### src/rtl/ct_pkg.sv
package ct_pkg;

    typedef enum logic [1:0] {
        ST_IDLE = 2'd0,
        ST_HUNT = 2'd1,
        ST_FIRE = 2'd2,
        ST_HOLD = 2'd3
    } trig_state_e;

    typedef enum logic [1:0] {
        EDGE_NONE = 2'b00,
        EDGE_RISE = 2'b01,
        EDGE_FALL = 2'b10,
        EDGE_ANY  = 2'b11
    } edge_mode_e;

endpackage

### src/rtl/ct_cfg_regs.sv
module ct_cfg_regs #(
    parameter int NLVL   = 8,
    parameter int IDX_W  = 5,
    parameter int CNT_W  = 16,
    parameter int ADDR_W = 4
) (
    input  logic                     clk,
    input  logic                     rst_n,
    input  logic                     we,
    input  logic [ADDR_W-1:0]        addr,
    input  logic [7:0]               wdata,
    output logic [NLVL*8-1:0]        lvl_flat,
    output ct_pkg::edge_mode_e       edge_mode,
    output logic [IDX_W-1:0]         edge_idx,
    output logic [CNT_W-1:0]         occ_count
);
    import ct_pkg::*;

    localparam int CNT_BYTES = CNT_W / 8;
    localparam int A_EDGE    = NLVL;
    localparam int A_CNT0    = NLVL + 1;

    // Level condition bytes, one flop group per address
    for (genvar r = 0; r < NLVL; r++) begin : g_lvl
        always_ff @(posedge clk) begin
            if (!rst_n)
                lvl_flat[r*8 +: 8] <= '0;
            else if (we && addr == ADDR_W'(r))
                lvl_flat[r*8 +: 8] <= wdata;
        end
    end

    // Edge mode and channel index share one address
    always_ff @(posedge clk) begin
        if (!rst_n) begin
            edge_mode <= EDGE_NONE;
            edge_idx  <= '0;
        end else if (we && addr == ADDR_W'(A_EDGE)) begin
            edge_mode <= edge_mode_e'(wdata[7:6]);
            edge_idx  <= wdata[IDX_W-1:0];
        end
    end

    // Occurrence count, low byte first; reset value is one
    for (genvar b = 0; b < CNT_BYTES; b++) begin : g_cnt
        always_ff @(posedge clk) begin
            if (!rst_n)
                occ_count[b*8 +: 8] <= (b == 0) ? 8'd1 : 8'd0;
            else if (we && addr == ADDR_W'(A_CNT0 + b))
                occ_count[b*8 +: 8] <= wdata;
        end
    end

endmodule

### src/rtl/ct_level_match.sv
module ct_level_match #(
    parameter int GROUPS  = 4,
    parameter int GROUP_W = 8,
    parameter int NCH     = GROUPS * GROUP_W,
    parameter int NLVL    = NCH / 4
) (
    input  logic [NCH-1:0]      sample,
    input  logic [NLVL*8-1:0]   lvl_flat,
    output logic                lvl_ok
);
    localparam int RPG = GROUP_W / 4;   // level bytes per group

    logic [NCH-1:0] chan_ok;

    for (genvar c = 0; c < NCH; c++) begin : g_chan
        localparam int GRP = c / GROUP_W;
        localparam int LOC = c % GROUP_W;
        localparam int REG = GRP * RPG + LOC / 4;
        localparam int BIT = REG * 8 + 2 * (LOC % 4);
        logic need_hi, need_lo;
        assign need_hi = lvl_flat[BIT];
        assign need_lo = lvl_flat[BIT + 1];
        // both bits set leaves no sample value that satisfies the channel
        assign chan_ok[c] = !(need_hi && !sample[c]) && !(need_lo && sample[c]);
    end

    assign lvl_ok = &chan_ok;

endmodule

### src/rtl/ct_edge_detect.sv
module ct_edge_detect #(
    parameter int NCH   = 32,
    parameter int IDX_W = 5
) (
    input  logic                 clk,
    input  logic                 rst_n,
    input  logic [NCH-1:0]       sample,
    input  ct_pkg::edge_mode_e   edge_mode,
    input  logic [IDX_W-1:0]     edge_idx,
    output logic                 edge_ok
);
    import ct_pkg::*;

    logic [NCH-1:0] prev_q;
    logic           cur_bit, old_bit;

    // history register follows the bus every cycle
    always_ff @(posedge clk) begin
        if (!rst_n) prev_q <= '0;
        else        prev_q <= sample;
    end

    assign cur_bit = sample[edge_idx];
    assign old_bit = prev_q[edge_idx];

    always_comb begin
        unique case (edge_mode)
            EDGE_NONE: edge_ok = 1'b1;
            EDGE_RISE: edge_ok = !old_bit && cur_bit;
            EDGE_FALL: edge_ok = old_bit && !cur_bit;
            EDGE_ANY:  edge_ok = old_bit ^ cur_bit;
        endcase
    end

endmodule

### src/rtl/chan_trigger.sv
module chan_trigger #(
    parameter  int GROUPS  = 4,
    parameter  int GROUP_W = 8,
    parameter  int CNT_W   = 16,
    localparam int NCH     = GROUPS * GROUP_W,
    localparam int NLVL    = NCH / 4,
    localparam int IDX_W   = $clog2(NCH),
    localparam int ADDR_W  = $clog2(NLVL + 1 + CNT_W / 8)
) (
    input  logic               clk,
    input  logic               rst_n,
    input  logic               cfg_we,
    input  logic [ADDR_W-1:0]  cfg_addr,
    input  logic [7:0]         cfg_wdata,
    input  logic               arm,
    input  logic [NCH-1:0]     sample,
    output logic               trig_pulse,
    output logic               triggered
);
    import ct_pkg::*;

    logic [NLVL*8-1:0] lvl_flat;
    edge_mode_e        edge_mode;
    logic [IDX_W-1:0]  edge_idx;
    logic [CNT_W-1:0]  occ_count;
    logic              lvl_ok, edge_ok, cond_hit, last_hit;

    trig_state_e       state_q, state_d;
    logic [CNT_W-1:0]  hits_q, hits_d;

    ct_cfg_regs #(
        .NLVL(NLVL), .IDX_W(IDX_W), .CNT_W(CNT_W), .ADDR_W(ADDR_W)
    ) cfg_i (
        .clk(clk), .rst_n(rst_n), .we(cfg_we), .addr(cfg_addr),
        .wdata(cfg_wdata), .lvl_flat(lvl_flat), .edge_mode(edge_mode),
        .edge_idx(edge_idx), .occ_count(occ_count)
    );

    ct_level_match #(
        .GROUPS(GROUPS), .GROUP_W(GROUP_W), .NCH(NCH), .NLVL(NLVL)
    ) lvl_i (
        .sample(sample), .lvl_flat(lvl_flat), .lvl_ok(lvl_ok)
    );

    ct_edge_detect #(
        .NCH(NCH), .IDX_W(IDX_W)
    ) edge_i (
        .clk(clk), .rst_n(rst_n), .sample(sample), .edge_mode(edge_mode),
        .edge_idx(edge_idx), .edge_ok(edge_ok)
    );

    assign cond_hit = lvl_ok && edge_ok;
    // count of zero is satisfied by the first match, same as one
    assign last_hit = ({1'b0, hits_q} + 1'b1) >= {1'b0, occ_count};

    // state register
    always_ff @(posedge clk) begin
        if (!rst_n) begin
            state_q <= ST_IDLE;
            hits_q  <= '0;
        end else begin
            state_q <= state_d;
            hits_q  <= hits_d;
        end
    end

    // next-state logic
    always_comb begin
        state_d = state_q;
        hits_d  = hits_q;
        unique case (state_q)
            ST_IDLE: begin
                if (arm) begin
                    state_d = ST_HUNT;
                    hits_d  = '0;
                end
            end
            ST_HUNT: begin
                if (arm) begin
                    hits_d = '0;
                end else if (cond_hit) begin
                    if (last_hit) state_d = ST_FIRE;
                    else          hits_d  = hits_q + 1'b1;
                end
            end
            ST_FIRE: begin
                if (arm) begin
                    state_d = ST_HUNT;
                    hits_d  = '0;
                end else begin
                    state_d = ST_HOLD;
                end
            end
            ST_HOLD: begin
                if (arm) begin
                    state_d = ST_HUNT;
                    hits_d  = '0;
                end
            end
        endcase
    end

    // outputs decoded from state
    always_comb begin
        trig_pulse = (state_q == ST_FIRE);
        triggered  = (state_q == ST_FIRE) || (state_q == ST_HOLD);
    end

endmodule

### config.mk
export PLATFORM = sky130hd
export DESIGN_NAME = chan_trigger
export DESIGN_NICKNAME = d
export VERILOG_FILES = /design/src/rtl/ct_pkg.sv /design/src/rtl/ct_cfg_regs.sv /design/src/rtl/ct_level_match.sv /design/src/rtl/ct_edge_detect.sv /design/src/rtl/chan_trigger.sv
export SDC_FILE = /design/constraint.sdc
export NUM_CORES = 1
export LEC_CHECK = 0
export ABC_CLOCK_PERIOD_IN_PS = 7300
export BUFFER_PORTS_ARGS = -buffer_cell sky130_fd_sc_hd__buf_2
export CORE_ASPECT_RATIO = 0.8
export CORE_MARGIN = 2
export CORE_UTILIZATION = 45
export CTS_BUF_LIST = sky130_fd_sc_hd__clkbuf_16
export DETAILED_ROUTE_END_ITERATION = 10
export PLACE_DENSITY_LB_ADDON = 0.12
export SLEW_MARGIN = 40
export SYNTH_ARGS = -nofsm -noshare
export SYNTH_HDL_FRONTEND = slang
export SYNTH_SLANG_ARGS = --single-unit
### constraint.sdc
create_clock -name clk -period 7.3 [get_ports clk]
set_input_delay 2.19 -clock clk [delete_from_list [all_inputs] [get_ports clk]]
set_output_delay 2.19 -clock clk [all_outputs]
set_load 0.02 [all_outputs]
Word-level counts from Yosys, hierarchy flattened
Cells that the tools add are included.
{ "totals": {"reg_bits": 137, "elab_cells": 276} }
{ "classes": {"n_mux": 16, "bitwise": 1, "addsub": 2, "n_lt_le_gt_ge": 2, "n_reduce_logical": 217, "n_eq_ne": 23} }
{ "op_table": {"columns": ["op", "n"], "rows": [
  ["$logic_and A1 B1 Y1", 110],
  ["$logic_not A1 Y1", 98],
  ["$mux W16", 4],
  ["$pmux W16 S2", 1],
  ["$reduce_and A32 Y1", 1],
  ["$add A16 B1 Y17 const B", 1],
  ["$ge A17 B16 Y1", 1],
  ["$add A16 B1 Y16 const B", 1],
  ["$eq A4 B3 Y1 const B", 4],
  ["$eq A4 B4 Y1 const B", 3],
  ["$bmux W1 S5", 2],
  ["$mux W2", 5],
  ["$eq A2 B2 Y1 const B", 4],
  ["$eq A4 B2 Y1 const B", 2],
  ["$lt A5 B6 Y1 const B", 1],
  ["$ne A2 B2 Y1 const B", 3],
  ["$ne A3 B3 Y1 const B", 2],
  ["$pmux W2 S3", 1],
  ["$eq A2 B1 Y1 const B", 2],
  ["$eq A4 B1 Y1 const B", 1],
  ["$logic_not A2 Y1", 2],
  ["$logic_not A4 Y1", 1],
  ["$ne A2 B1 Y1 const B", 2],
  ["$pmux W1 S4", 1],
  ["other kinds (7)", 8]
]} }

Logic depth before layout (Yosys ltp)
Gate-level depths: netlist of the first run.
{ "depth": {"ltp_word": 9, "ltp_mapped": 15, "depth_no_buf": 12} }

Hierarchy
From an unflattened synthesis of the first run, not the netlist that was laid out.
{ "hier_totals": {"cells_unflattened": 695, "area_unflattened_um2": 6751.5} }
{ "by_module_without_submodules": {"columns": ["module", "cells_per_inst", "instances", "area_per_inst_um2"], "rows": [
  ["ct_cfg_regs", 309, 1, 3201.8],
  ["chan_trigger", 194, 1, 1625.3],
  ["ct_edge_detect", 149, 1, 1535.2],
  ["ct_level_match", 43, 1, 389.1]
]} }

Worst setup path after synthesis of the first run
OpenSTA, ideal clock, no wires.
{ "synth_timing": {"path_type": "in2reg", "start": "in sample[29]", "end": "reg hits_q[9]", "path_slack_ps": 2290, "arrival_ps": 4940, "cell_stages": 11, "setup_time_ps": 70, "cell_sequence": "mux4_1 -> mux4_2 -> mux2i_1 -> inv_1 -> ha_1 -> nor2b_1 -> o311ai_1 -> nor4_1 -> nand3_2 -> or4_1 -> a21oi_1"} }
{ "synth_via": {"elab_chain_cells": 8} }
{ "synth_rtl": {"columns": ["element", "line", "text"], "rows": [
  ["start: declaration", "chan_trigger.sv:16", "input logic [NCH-1:0] sample,"],
  ["$bmux W1 S5 / $logic_not A1 Y1 (equally long branches)", "ct_edge_detect.sv:23, ct_level_match.sv:24", null],
  ["$mux W1 (implied by the code) / $logic_and A1 B1 Y1 (equally long branches)", "ct_edge_detect.sv:23, ct_level_match.sv:24", null],
  ["$logic_not A1 Y1 (on tied branches)", "ct_edge_detect.sv:30, ct_level_match.sv:24", null],
  ["$logic_and A1 B1 Y1 (on tied branches)", "ct_edge_detect.sv:30, ct_level_match.sv:24", null],
  ["$pmux W1 S4 / $reduce_and A32 Y1 (equally long branches)", "ct_edge_detect.sv:27, ct_level_match.sv:27", null],
  ["$logic_and A1 B1 Y1 (*)", "chan_trigger.sv:52", "assign cond_hit = lvl_ok && edge_ok;"],
  ["$ne A3 B3 Y1 (no line) (*)", null, null],
  ["$reduce_and A3 Y1 (no line) (*)", null, null],
  ["end signal: assignment", "chan_trigger.sv:63", "hits_q <= hits_d;"],
  ["end: declaration", "chan_trigger.sv:29", "logic [CNT_W-1:0] hits_q, hits_d;"]
]} }
Every way passes the cells marked *; elsewhere a longest branch is shown, timed or not. The select of a mux whose other input is x is not followed.
A chain may end at the register's enable or synchronous reset.

Worst setup path after layout of the first run
{ "layout_timing": {"start": "in sample[13]", "end": "reg hits_q[9]"} }
The elaborated chain is that of the path after synthesis.

==> summary.md, run 1 <==
| Metric | Value |
|---|---|
| Final period util | 74.7% |
| Worst-Skew Late Latency | 0.43 ns |
| Worst Path Max Fanout | 19 |
| Core ar. | 14900 um^2 |
| First-pass GRT wire length | 26500 um |
| GP Congestion | 0.877 |
| TritonCTS Sinks | 137 |
| Syn nets | 720 |
| Max Slew Vio Count | 0 |
| Synth area leader | dfxtp_1 |
| P_leak | 3.12 nW |
| Die height | 114 um |
| Fin area | 7720 um^2 |
| Min Clock Period, post-route | 5.45 ns |
| Pin count of the biggest net entering global routing | 126 |
| Root buf cell | clkbuf_16 |
| P per Cell Area | 245 nW/um^2 |
| Reg2reg end | hits_q[9] |
| RSZ-0062 raised after global routing | false |
| WL per Instance | 19.0 um |
| CTS resizes | 0 |
| Non-Filler Instances | 879 |
| Syn_area_per_cell | 10.4 um^2 |
| CTS HTree Levels | 4 |
| R2r setup slk | 2.86 ns |
| Critical path class | primary input to flop |
| YS warnings | 0 |
| Worst-Margin Slew | 0.726 ns |
| TritonCTS clock tree | built |
| Port Buf Inserts | 49 |
| Drt initial violations | 365 |
| Io pins | 50 |
| Crit. End Element | flop |
| Post-Syn Instances | 649 |
| Area contributors post-synth | dfxtp_1, mux2i_1, nor2b_1 |
| Post-DP HPWL | 11600 um |
| Max Cap Viol | 0 |
| Max_slew headroom | 51.6% |
| DRT Pass-1 Iters | 4 |
| Vias/cell | 5.40 |
| FF-to-FF Start | cfg_i.edge_idx[0] |
| Overflow after GRT | 0 |
| Diodes inserted | 0 |
| Post-CTS Hold Buffers | 0 |
| Peak VDD IR | 0.000154 V |
| Sequential area share after synthesis | 40.5% |
| WP data required | 7.65 ns |
| Post-route ant nets | 0 |
| Filler Cell Count | 1317 |
| Setup Fix Bufs, Post-CTS | 0 |
| HP Class | flop to flop |
| Routed vias | 4745 |
| Worst r2r path cells | 11 |
| Starting Density | 45.5% |
| CTS Buf Count | 17 |
| Residual DRC | 0 |
| Number of flops mapped to enable cells by yosys | 0 |
| Hold Vio Cnt, Final | 0 |
| Post-Syn Area | 6770 um^2 |
| Layout cells sized above 1 | 14.8% |
| Crit path setup slack, layout | 1.85 ns |
| Synth Flop Type | dfxtp_1 |
| Clock Path Buffers | 2 |
| Setup TNS | 0 ns |
| Critical path origin | sample[13] |
| Row count | 40 |
| Initial antenna violation count | 0 |
| DP Area | 7100 um^2 |
| Final Hold Slack | 0.480 ns |
| Gr usage total | 22.0% |
| CP Capture Point | hits_q[9] |
| Synth top area share | 40.5% |
| Final wirelength | 16700 um |
| CP Data Arrival Time | 5.81 ns |
| Synth Register Bits | 137 |
| Worst-path clk slew | 0.06 ns |
| Yosys cell types | 50 |
| Cell Count Post-Placement | 847 |
| Async set or reset register ratio after synthesis | 0% |
| Dpl ws | 1.42 ns |
| Layout Nets | 748 |
| Startpoint types | primary input |
| Vias in the first global route | 4637 |
| DIE AREA | 16000 um^2 |
| Area delta synth->final | 14.1% |
| Status | completed |
| Die W | 141 um |
| Worst Clk Skew | 0.0107 ns |
| Fmax | 183 MHz |
| Final Setup Violations | 0 |
-- how the worst min path moves through the flow --
stage / start / to / slack, ns / cells after the start
final: cfg_i.occ_count[0] / cfg_i.occ_count[0] / 0.48 / 2
after global routing: cfg_i.occ_count[0] / cfg_i.occ_count[0] / 0.52 / 2
after CTS: cfg_i.occ_count[0] / cfg_i.occ_count[0] / 0.48 / 2
after detailed placement: cfg_i.occ_count[0] / cfg_i.occ_count[0] / 0.47 / 2
after global placement: cfg_i.occ_count[0] / cfg_i.occ_count[0] / 0.46 / 2
after floorplan: cfg_i.occ_count[0] / cfg_i.occ_count[0] / 0.45 / 2
-- synth_stat cells (2+ instances only) --
library cell,n
nor4_1,5
inv_1,22
a32o_1,2
buf_2,2
nand3b_1,2
and3_1,3
nor2b_1,90
nand4_1,23
clkbuf_1,36
xnor2_1,8
nand2b_1,8
nand3_2,2
xor2_1,6
o21a_1,3
nor3_1,4
nand2_1,19
mux4_1,11
a31oi_1,2
nand3_1,8
and4_1,2
and2_1,33
or3_1,2
mux4_2,9
o21ai_0,13
dfxtp_1,137
nor2_1,11
mux2i_1,122
a21oi_1,20
ha_1,23
-- layer usage --
metal	wire length, um	global-route usage, %	up-vias
met5	0	0	-
met4	212	6.53	0
met3	1000	5.16	14
met2	6820	30.6	95
met1	8630	33.5	2287
li1	-	-	2349
-- final cells by class --
cell class | instances | area, um^2 | area share, %
sequential | 137 | 2750 | 35.6
clock buffer | 17 | 425 | 5.51
clock inverter | 15 | 184 | 2.38
tap | 189 | 236 | 3.06
multi-input combinational | 449 | 3790 | 49.1
timing repair buffer | 50 | 256 | 3.32
inverter | 22 | 82.6 | 1.07
-- critical path: stages --
cell and delay, ns:
buf_2 0.12, mux4_1 0.60, mux4_2 0.51, mux2i_1 0.19
inv_1 0.07, ha_1 0.27, nor2b_1 0.11, o311ai_1 0.10
nor4_1 0.51, nand3_2 0.42, or4_1 0.58, a21oi_1 0.14
-- cells in the final DEF, fill, tap and decap left out, types with 3 or more instances in the layout --
cell type and count:
nor2b_1 89, mux4_1 11, bufinv_16 4, mux2i_1 122, nand2b_1 8, o21ai_0 13, ha_1 23, o21a_1 3
nand2_1 19, clkinv_1 4, xnor2_1 8, a21oi_1 20, inv_1 23, xor2_1 6, nand3_1 8, nor4_1 5
and3_1 3, and2_1 33, mux4_2 9, nor2_1 6, nor2_2 5, nor3_1 4, clkbuf_16 17, nand4_1 23
clkinvlp_4 3, buf_2 49, dfxtp_1 135
-- stage by stage --
step | power, mW | utilization, %
after floorplan | 0.941 | -
after global placement | 1.00 | 47.6
after detailed placement | 1.01 | 47.8
after CTS | 1.90 | 51.9
after global routing | 1.96 | 51.9
final | 1.89 | 51.9
-- registers in the layout, indices dropped and copies added (netlist names) --
register and cells:
edge_i.prev_q 32, cfg_i.lvl_flat 64, state_q 2, cfg_i.edge_mode 2, hits_q 16, cfg_i.edge_idx 5, cfg_i.occ_count 16
-- cell families (layout without fill, tap and decap cells) --
logic type      count (synthesis)  after routing  synth area share [%]
buf+inv                        63            104                  3.87
fa+ha+maj                      23             23                  4.25
flops                         137            137                  40.5
simple gates                  218            218                  19.3
xor+xnor                       14             14                  1.81
mux                           143            143                  25.5
compound gates                 51             51                  4.79
-- where the power goes --
group / internal (mW) / switching (mW)
Clock: 0.565 / 0.328
Combinational: 0.0845 / 0.128
Sequential: 0.769 / 0.0138
Total: 1.42 / 0.470
Power figures use the tool's default switching activity.
==> run 2: changes to the inputs <==
Settings changed: ABC_AREA set to 1, ABC_CLOCK_PERIOD_IN_PS 7300 to 5100.
Clock period 7.3 ns to 5.1 ns, I/O delays scaled along.
==> summary.md, run 2 <==
| Metric | Value |
|---|---|
| Status | completed (unchanged) |
| Fmax | 276 MHz |
| Die W | 142 um (was 141 um) |
| Worst-Skew Late Latency | 0.42 ns (was 0.43 ns) |
| Post-route ant nets | 0 (unchanged) |
| YS warnings | 0 (unchanged) |
| P_leak | 3.68 nW (was 3.12 nW) |
| Overflow after GRT | 0 (unchanged) |
| WL per Instance | 14.4 um (was 19.0 um) |
| RSZ-0062 raised after global routing | false (unchanged) |
| WHS Path Cells | 2 (unchanged) |
| Critical path class | primary input to flop (unchanged) |
| WP data required | 5.39 ns (was 7.65 ns) |
| Synth Register Bits | 137 (unchanged) |
| Worst-Margin Slew | 0.709 ns (was 0.726 ns) |
| Simple-gate share of the synthesized area | 22.3% (was 19.3%) |
| Residual DRC | 0 (unchanged) |
| Worst Path Max Fanout | 17 (was 19) |
| Syn_area_per_cell | 6.62 um^2 (was 10.4 um^2) |
| Crit. End Element | flop (unchanged) |
| Hold path start | cfg_i.lvl_flat[2] (was cfg_i.occ_count[0]) |
| Synth Area in XOR/XNOR | 1.02% (was 1.81%) |
| Critical Path, Cell by Cell | buf_2 > inv_1 > o21ai_0 > a21oi_1 > o21ai_0 > nand3_1 > o21ai_0 > inv_1 > o21ai_1 > ha_1 > inv_1 > nand3b_1 > nand2_1 > nor2_1 > nand2_1 > nor2_1 > inv_2 > nor2_2 > nand2_4 > nand2_4 > nand2_1 > nand2_1 > nor2_1 (was buf_2 > mux4_1 > mux4_2 > mux2i_1 > inv_1 > ha_1 > nor2b_1 > o311ai_1 > nor4_1 > nand3_2 > or4_1 > a21oi_1) |
| R2r setup slk | 1.80 ns (was 2.86 ns) |
| Most frequent cells in the layout | nand2_1, inv_1, dfxtp_1 (was dfxtp_1, mux2i_1, nor2b_1) |
| Yosys cell types | 32 (was 50) |
| FF-to-FF Start | cfg_i.edge_idx[0] (unchanged) |
| CTS Buf Count | 17 (unchanged) |
| Min Clock Period, post-route | 3.63 ns |
| Count leader, synth | nand2_1 (was dfxtp_1) |
| Hold Vio Cnt, Final | 0 (unchanged) |
| Number of flops mapped to enable cells by yosys | 0 (unchanged) |
| Max_slew headroom | 52.6% (was 51.6%) |
| Worst-path clk slew | 0.06 ns (about the same) |
| TritonCTS clock tree | built (unchanged) |
| Setup Fix Bufs, Post-CTS | 0 (unchanged) |
| Critical-path top delay cell | o21ai_1 (was mux4_1) |
| Routed vias | 6244 (was 4745) |
| Diodes inserted | 0 (unchanged) |
| Io pins | 50 (unchanged) |
| Setup TNS | 0 ns (unchanged) |
| Commonest cells in the netlist | nand2_1, inv_1, dfxtp_1 (was dfxtp_1, mux2i_1, nor2b_1) |
| Post-Syn Area | 6870 um^2 (was 6770 um^2) |
| Initial antenna violation count | 0 (unchanged) |
| DRT Pass-1 Iters | 5 (was 4) |
| Final Setup Violations | 0 (unchanged) |
| Fin area | 7820 um^2 (was 7720 um^2) |
| Starting Density | 45.9% (was 45.5%) |
| Max Cap Viol | 0 (unchanged) |
| Port Buf Inserts | 49 (unchanged) |
| Sequential area share after synthesis | 39.9% (was 40.5%) |
| Most common cell on crit path | nand2_1 |
| Post-CTS Hold Buffers | 0 (unchanged) |
| Vias in the first global route | 5625 (was 4637) |
| Tot Pwr | 2.72 mW (was 1.89 mW) |
| GP Congestion | 0.838 (was 0.877) |
| HP Class | flop to flop (unchanged) |
| Max Slew Vio Count | 0 (unchanged) |
| Area delta synth->final | 13.8% (was 14.1%) |
| Drt initial violations | 527 (was 365) |
| Die height | 115 um (was 114 um) |
| TritonCTS Sinks | 137 (unchanged) |
| CP Data Arrival Time | 3.92 ns (was 5.81 ns) |
| Layout cells sized above 1 | 10.0% (was 14.8%) |
| Final wirelength | 18200 um (was 16700 um) |
| Post-DP HPWL | 12800 um (was 11600 um) |
| Worst r2r path cells | 20 (was 11) |
| Syn nets | 1109 (was 720) |
| Worst Clk Skew | 0.00733 ns (was 0.0107 ns) |
| Post-Syn Instances | 1038 (was 649) |
| Multiplexer share of the synthesized area | 0.146% (was 25.5%) |
| Hold Crit Endpoint | cfg_i.lvl_flat[2] (was cfg_i.occ_count[0]) |
| Area contributors post-synth | dfxtp_1, nand2_1, o21ai_0 (was dfxtp_1, mux2i_1, nor2b_1) |
| Synth top area share | 39.9% (was 40.5%) |
| Startpoint types | primary input (unchanged) |
| DIE AREA | 16300 um^2 (was 16000 um^2) |
| Complex-gate fraction of the synthesized area | 19.2% (was 4.79%) |
| Largest family of logic cells by synthesized area | simple AND/OR/NAND/NOR gates (was multiplexers) |
| Synth Flop Type | dfxtp_1 (unchanged) |
| Final Hold Slack | 0.443 ns (was 0.480 ns) |
| Peak VDD IR | 0.000238 V (was 0.000154 V) |
| Pin count of the biggest net entering global routing | 86 (was 126) |
| Gr usage total | 23.6% (was 22.0%) |
| Layout Nets | 1134 (was 748) |
| First-pass GRT wire length | 29500 um (was 26500 um) |
| Max reg flops | 64 (unchanged) |
| Synth area leader | dfxtp_1 (unchanged) |
| Synth Area in Adders | 4.19% (was 4.25%) |
| Core ar. | 15000 um^2 (was 14900 um^2) |
| Reg with most FFs | cfg_i.lvl_flat (unchanged) |
| Async set or reset register ratio after synthesis | 0% (unchanged) |
| P per Cell Area | 348 nW/um^2 (was 245 nW/um^2) |
| CTS HTree Levels | 4 (unchanged) |
| Reg2reg end | hits_q[11] (was hits_q[9]) |
| Top flop regs | cfg_i.lvl_flat x64, edge_i.prev_q x32 (unchanged) |
| Clock Path Buffers | 2 (unchanged) |
| CTS resizes | 0 (unchanged) |
| Critical path's largest stage delay | 0.22 ns (was 0.60 ns) |
| Delay-heaviest family, CP | simple AND/OR/NAND/NOR gates (unchanged) |
| Final period util | 71.2% |
| Row count | 40 (unchanged) |
| Commonest non-fill, non-tap cell in the layout | nand2_1 (was dfxtp_1) |
| DP Area | 7190 um^2 (was 7100 um^2) |
| Root buf cell | clkbuf_16 (unchanged) |
| Buffers & Inverters on Critical Path | 5 (was 2) |
| Vias/cell | 4.94 (was 5.40) |
==> run 2: changes by cell type after synthesis, sizes merged, moves of 90 or more <==
cell	delta
inv	+165
mux2i	-121
nand2	+180
nor2	+119
nor2b	-90
o21ai	+129
==> run 2: report_power, final <==
group	total, mW	internal, mW	leakage [nW]	switching, mW
Sequential	1.12	1.11	1.12	0.0153
Combinational	0.294	0.0933	2.27	0.200
Clock	1.31	0.819	0.296	0.490
==> run 2: worst max path at each step <==
stage | from | to | slack [ns] | cells past startpoint
3_3_place_gp | sample[19] | hits_q[11] | 1.02 | 23
5_1_grt | sample[14] | hits_q[2] | 1.13 | 23
3_5_place_dp | sample[29] | hits_q[2] | 1.01 | 23
4_1_cts | sample[19] | hits_q[11] | 1.46 | 23
2_1_floorplan | sample[29] | hits_q[0] | 1.57 | 21
6_report | sample[19] | hits_q[11] | 1.47 | 23
==> run 2: kinds of logic after synthesis <==
group	Yosys count
mux	1
xor+xnor	8
buf+inv	236
fa+ha+maj	23
simple gates	376
compound gates	257
flops	137
==> run 2: routing by layer <==
| metal | GRT usage [%] | routed length, um | vias up | share of wire (%) |
|---|---|---|---|---|
| met5 | 0 | 0 | - | 0 |
| met2 | 33.4 | 7310 | 162 | 40 |
| met1 | 36.0 | 9690 | 2758 | 53 |
| li1 | - | - | 3311 | - |
| met3 | 4.81 | 1010 | 13 | 5.6 |
| met4 | 6.20 | 155 | 0 | 0.85 |
==> run 2: area by class of cell <==
cell class | instances | area (um^2)
sequential | 137 | 2740
multi-input combinational | 665 | 3220
tap | 189 | 236
clock inverter | 14 | 196
clock buffer | 17 | 425
inverter | 189 | 709
timing repair buffer | 53 | 288
fill | 1486 | 7150
==> run 2: worst register-to-register path, cell delays in order (launching register included) <==
cell and delay (ns):
dfxtp_1 0.31, inv_2 0.37, buf_4 0.26, o21ai_0 0.08, o22ai_1 0.16, o21ai_0 0.09, o21ai_0 0.19, inv_1 0.07
o21ai_1 0.23, inv_1 0.08, ha_1 0.29, nor2_1 0.09, o21ai_0 0.08, nor2_1 0.13, nand2_1 0.08, nor2_2 0.14
nand2_4 0.17, nand2_4 0.20, nand2_1 0.07, nand2_1 0.06, nor2_1 0.03
==> run 2: through the flow <==
step           util, %  instances  worst slack, ns
6_report          52.2       1264             1.47
5_1_grt           52.2       1264             1.13
4_1_cts           52.2       1264             1.46
3_5_place_dp      48.1       1233             1.01
3_3_place_gp      48.1       1233             1.02
2_1_floorplan        -       1038             1.57
==> run 3: changes to the inputs <==
Settings changed: ABC_CLOCK_PERIOD_IN_PS 5100 to 3700.
Clock period 5.1 ns to 3.7 ns, I/O delays scaled along.
==> summary.md, run 3 (same netlist as run 2, synthesis figures left out) <==
| Metric | Value |
|---|---|
| GP Congestion | 0.844 (was 0.838) |
| CP Data Arrival Time | 3.52 ns (was 3.92 ns) |
| CTS resizes | 0 (unchanged) |
| Initial antenna violation count | 0 (unchanged) |
| Switching power | 0.935 mW (was 0.706 mW) |
| Commonest non-fill, non-tap cell in the layout | nand2_1 (unchanged) |
| TritonCTS Sinks | 137 (unchanged) |
| Top flop regs | cfg_i.lvl_flat x64, edge_i.prev_q x32 (unchanged) |
| Worst Clk Skew | 0.00714 ns (was 0.00733 ns) |
| Met3 Use GR | 4.56% (was 4.81%) |
| Reg2reg end | hits_q[2] (was hits_q[11]) |
| Hold Vio Cnt, Final | 0 (unchanged) |
| Int Power | 2.62 mW (was 2.02 mW) |
| Max Cap Viol | 0 (unchanged) |
| Post-CTS Hold Buffers | 0 (unchanged) |
| Worst-path clk slew | 0.06 ns (about the same) |
| CTS HTree Levels | 4 (unchanged) |
| Vias/cell | 4.98 (was 4.94) |
| Net Sw Frac | 26.3% (was 25.9%) |
| Final wirelength | 18200 um (about the same) |
| WHS Path Cells | 2 (unchanged) |
| Overflow after GRT | 0 (unchanged) |
| Critical-path top delay cell | inv_1 (was o21ai_1) |
| Non-Filler Instances | 1266 (was 1264) |
| DRT Pass-1 Iters | 5 (unchanged) |
| Worst Path Max Fanout | 18 (was 17) |
| Startpoint types | flop (was primary input) |
| Cell Count Post-Placement | 1235 (was 1233) |
| GRT busiest layer | met1 (unchanged) |
| Layout cells sized above 1 | 9.56% (was 10.0%) |
| R2r setup slk | 0.45 ns (was 1.80 ns) |
| Core ar. | 15000 um^2 (unchanged) |
| Fmax | 308 MHz |
| CTS Buf Count | 17 (unchanged) |
| Post-route ant nets | 0 (unchanged) |
| Vias in the first global route | 5490 (was 5625) |
| Die height | 115 um (unchanged) |
| Io pins | 50 (unchanged) |
| Met1 usage | 35.3% (was 36.0%) |
| Setup Fix Bufs, Post-CTS | 0 (unchanged) |
| Drt initial violations | 438 (was 527) |
| Worst r2r path cells | 19 (was 20) |
| Met2 Track Usage GR | 32.5% (was 33.4%) |
| RSZ-0062 raised after global routing | false (unchanged) |
| HP Class | flop to flop (unchanged) |
| Critical Path, Cell by Cell | inv_1 > o21ai_0 > o22ai_1 > o21ai_0 > o21ai_0 > nand2_1 > o21ai_1 > inv_1 > ha_1 > nor2_1 > o21ai_0 > nor2_1 > nand2_1 > nor2_2 > nand2_4 > nand2_4 > nand2_1 > nand2_1 > nor2_1 (was buf_2 > inv_1 > o21ai_0 > a21oi_1 > o21ai_0 > nand3_1 > o21ai_0 > inv_1 > o21ai_1 > ha_1 > inv_1 > nand3b_1 > nand2_1 > nor2_1 > nand2_1 > nor2_1 > inv_2 > nor2_2 > nand2_4 > nand2_4 > nand2_1 > nand2_1 > nor2_1) |
| Row count | 40 (unchanged) |
| WP data required | 3.98 ns (was 5.39 ns) |
| First-pass GRT wire length | 28800 um (was 29500 um) |
| Clock Path Buffers | 2 (unchanged) |
| Post-DP HPWL | 12800 um (about the same) |
| Max_slew headroom | 52.4% (was 52.6%) |
| Peak VDD IR | 0.000339 V (was 0.000238 V) |
| Root buf cell | clkbuf_16 (unchanged) |
| Final Setup Violations | 0 (unchanged) |
| Worst-Margin Slew | 0.711 ns (was 0.709 ns) |
| Gate power share | 11.4% (was 10.8%) |
| Most frequent cells in the layout | nand2_1, inv_1, dfxtp_1 (unchanged) |
| Min Clock Period, post-route | 3.25 ns |
| Hold path start | cfg_i.lvl_flat[4] (was cfg_i.lvl_flat[2]) |
| Routed vias | 6305 (was 6244) |
| TritonCTS clock tree | built (unchanged) |
| Layout Nets | 1136 (was 1134) |
| Final period util | 87.7% |
| Die W | 142 um (unchanged) |
| WL per Instance | 14.4 um (about the same) |
| Final Hold Slack | 0.443 ns (about the same) |
| Clock power share | 45.2% (was 48.1%) |
| Fin area | 7750 um^2 (was 7820 um^2) |
| Critical path class | flop to flop (was primary input to flop) |
| Setup TNS | 0 ns (unchanged) |
| P per Cell Area | 459 nW/um^2 (was 348 nW/um^2) |
| P_leak | 3.67 nW (was 3.68 nW) |
| Crit. End Element | flop (unchanged) |
| DIE AREA | 16300 um^2 (unchanged) |
| Pin count of the biggest net entering global routing | 115 (was 86) |
| Max Slew Vio Count | 0 (unchanged) |
| Hold Crit Endpoint | cfg_i.lvl_flat[4] (was cfg_i.lvl_flat[2]) |
| Diodes inserted | 0 (unchanged) |
| Residual DRC | 0 (unchanged) |
| Starting Density | 45.9% (unchanged) |
| Status | completed (unchanged) |
| Gr usage total | 23.0% (was 23.6%) |
| Port Buf Inserts | 49 (unchanged) |
| DP Area | 7210 um^2 (was 7190 um^2) |
| Max reg flops | 64 (unchanged) |
| Reg with most FFs | cfg_i.lvl_flat (unchanged) |
| Critical path's largest stage delay | 0.46 ns (was 0.22 ns) |
| Worst-Skew Late Latency | 0.42 ns (about the same) |
| Area delta synth->final | 12.8% (was 13.8%) |
| FF-to-FF Start | cfg_i.edge_idx[1] (was cfg_i.edge_idx[0]) |
| Register share of total power | 43.5% (was 41.2%) |
==> run 3: changes by cell type in the layout (fill, tap and decap cells not counted) <==
cell	change
clkinv_1	+4
buf_4	+2
bufinv_16	-2
clkinv_2	+2
inv_1	+3
clkinvlp_4	-1
clkinv_4	-2
inv_2	-1
inv_6	-3
==> run 3: worst max-delay path, delay by kind of cell (launching register included) <==
family	cells	cell delay (ns)
AO/OA/AOI/OAI	6	0.94
adder cells (fa/ha/maj)	1	0.30
buffers and inverters	2	0.53
flip-flops	1	0.31
AND/OR/NAND/NOR	10	1.01
==> run 3: layout make-up <==
type | instances | area [um^2]
Inverter | 189 | 709
Multi-Input combinational cell | 665 | 3220
Timing Repair Buffer | 55 | 303
Clock inverter | 14 | 118
Tap cell | 189 | 236
Sequential cell | 137 | 2740
Clock buffer | 17 | 425
Fill cell | 1556 | 7210
==> run 3: metrics by stage <==
step	util, %	setup slack, ns	power (mW)
after floorplan	-	0.592	1.84
after global placement	48.2	0.129	1.97
after detailed placement	48.2	0.0849	1.98
after CTS	51.8	0.486	3.57
after global routing	51.8	0.0754	3.70
final	51.8	0.454	3.56
==> run 3: worst max path at each step <==
stage | cells after the start | slack (ns) | from | endpoint
floorplan | 21 | 0.59 | sample[29] | hits_q[0]
global placement | 23 | 0.13 | sample[19] | hits_q[11]
detailed placement | 22 | 0.08 | sample[19] | hits_q[12]
CTS | 21 | 0.49 | hits_q[0] | hits_q[2]
global route | 21 | 0.08 | cfg_i.edge_idx[1] | hits_q[2]
finish | 19 | 0.45 | cfg_i.edge_idx[1] | hits_q[2]
==> run 3: per-layer routing <==
metal | part of all wire, % | vias up
li1 | - | 3310
met1 | 53 | 2818
met2 | 40 | 158
met3 | 5.6 | 19
met4 | 1.2 | 0
met5 | 0 | -
==> run 3: power by group through the flow <==
stage	combinational (mW)	sequential [mW]	clock, mW
after detailed placement	0.398	1.58	0
final	0.404	1.55	1.61
after global placement	0.396	1.58	0
after global routing	0.459	1.55	1.70
after floorplan	0.268	1.57	0
after CTS	0.401	1.55	1.62
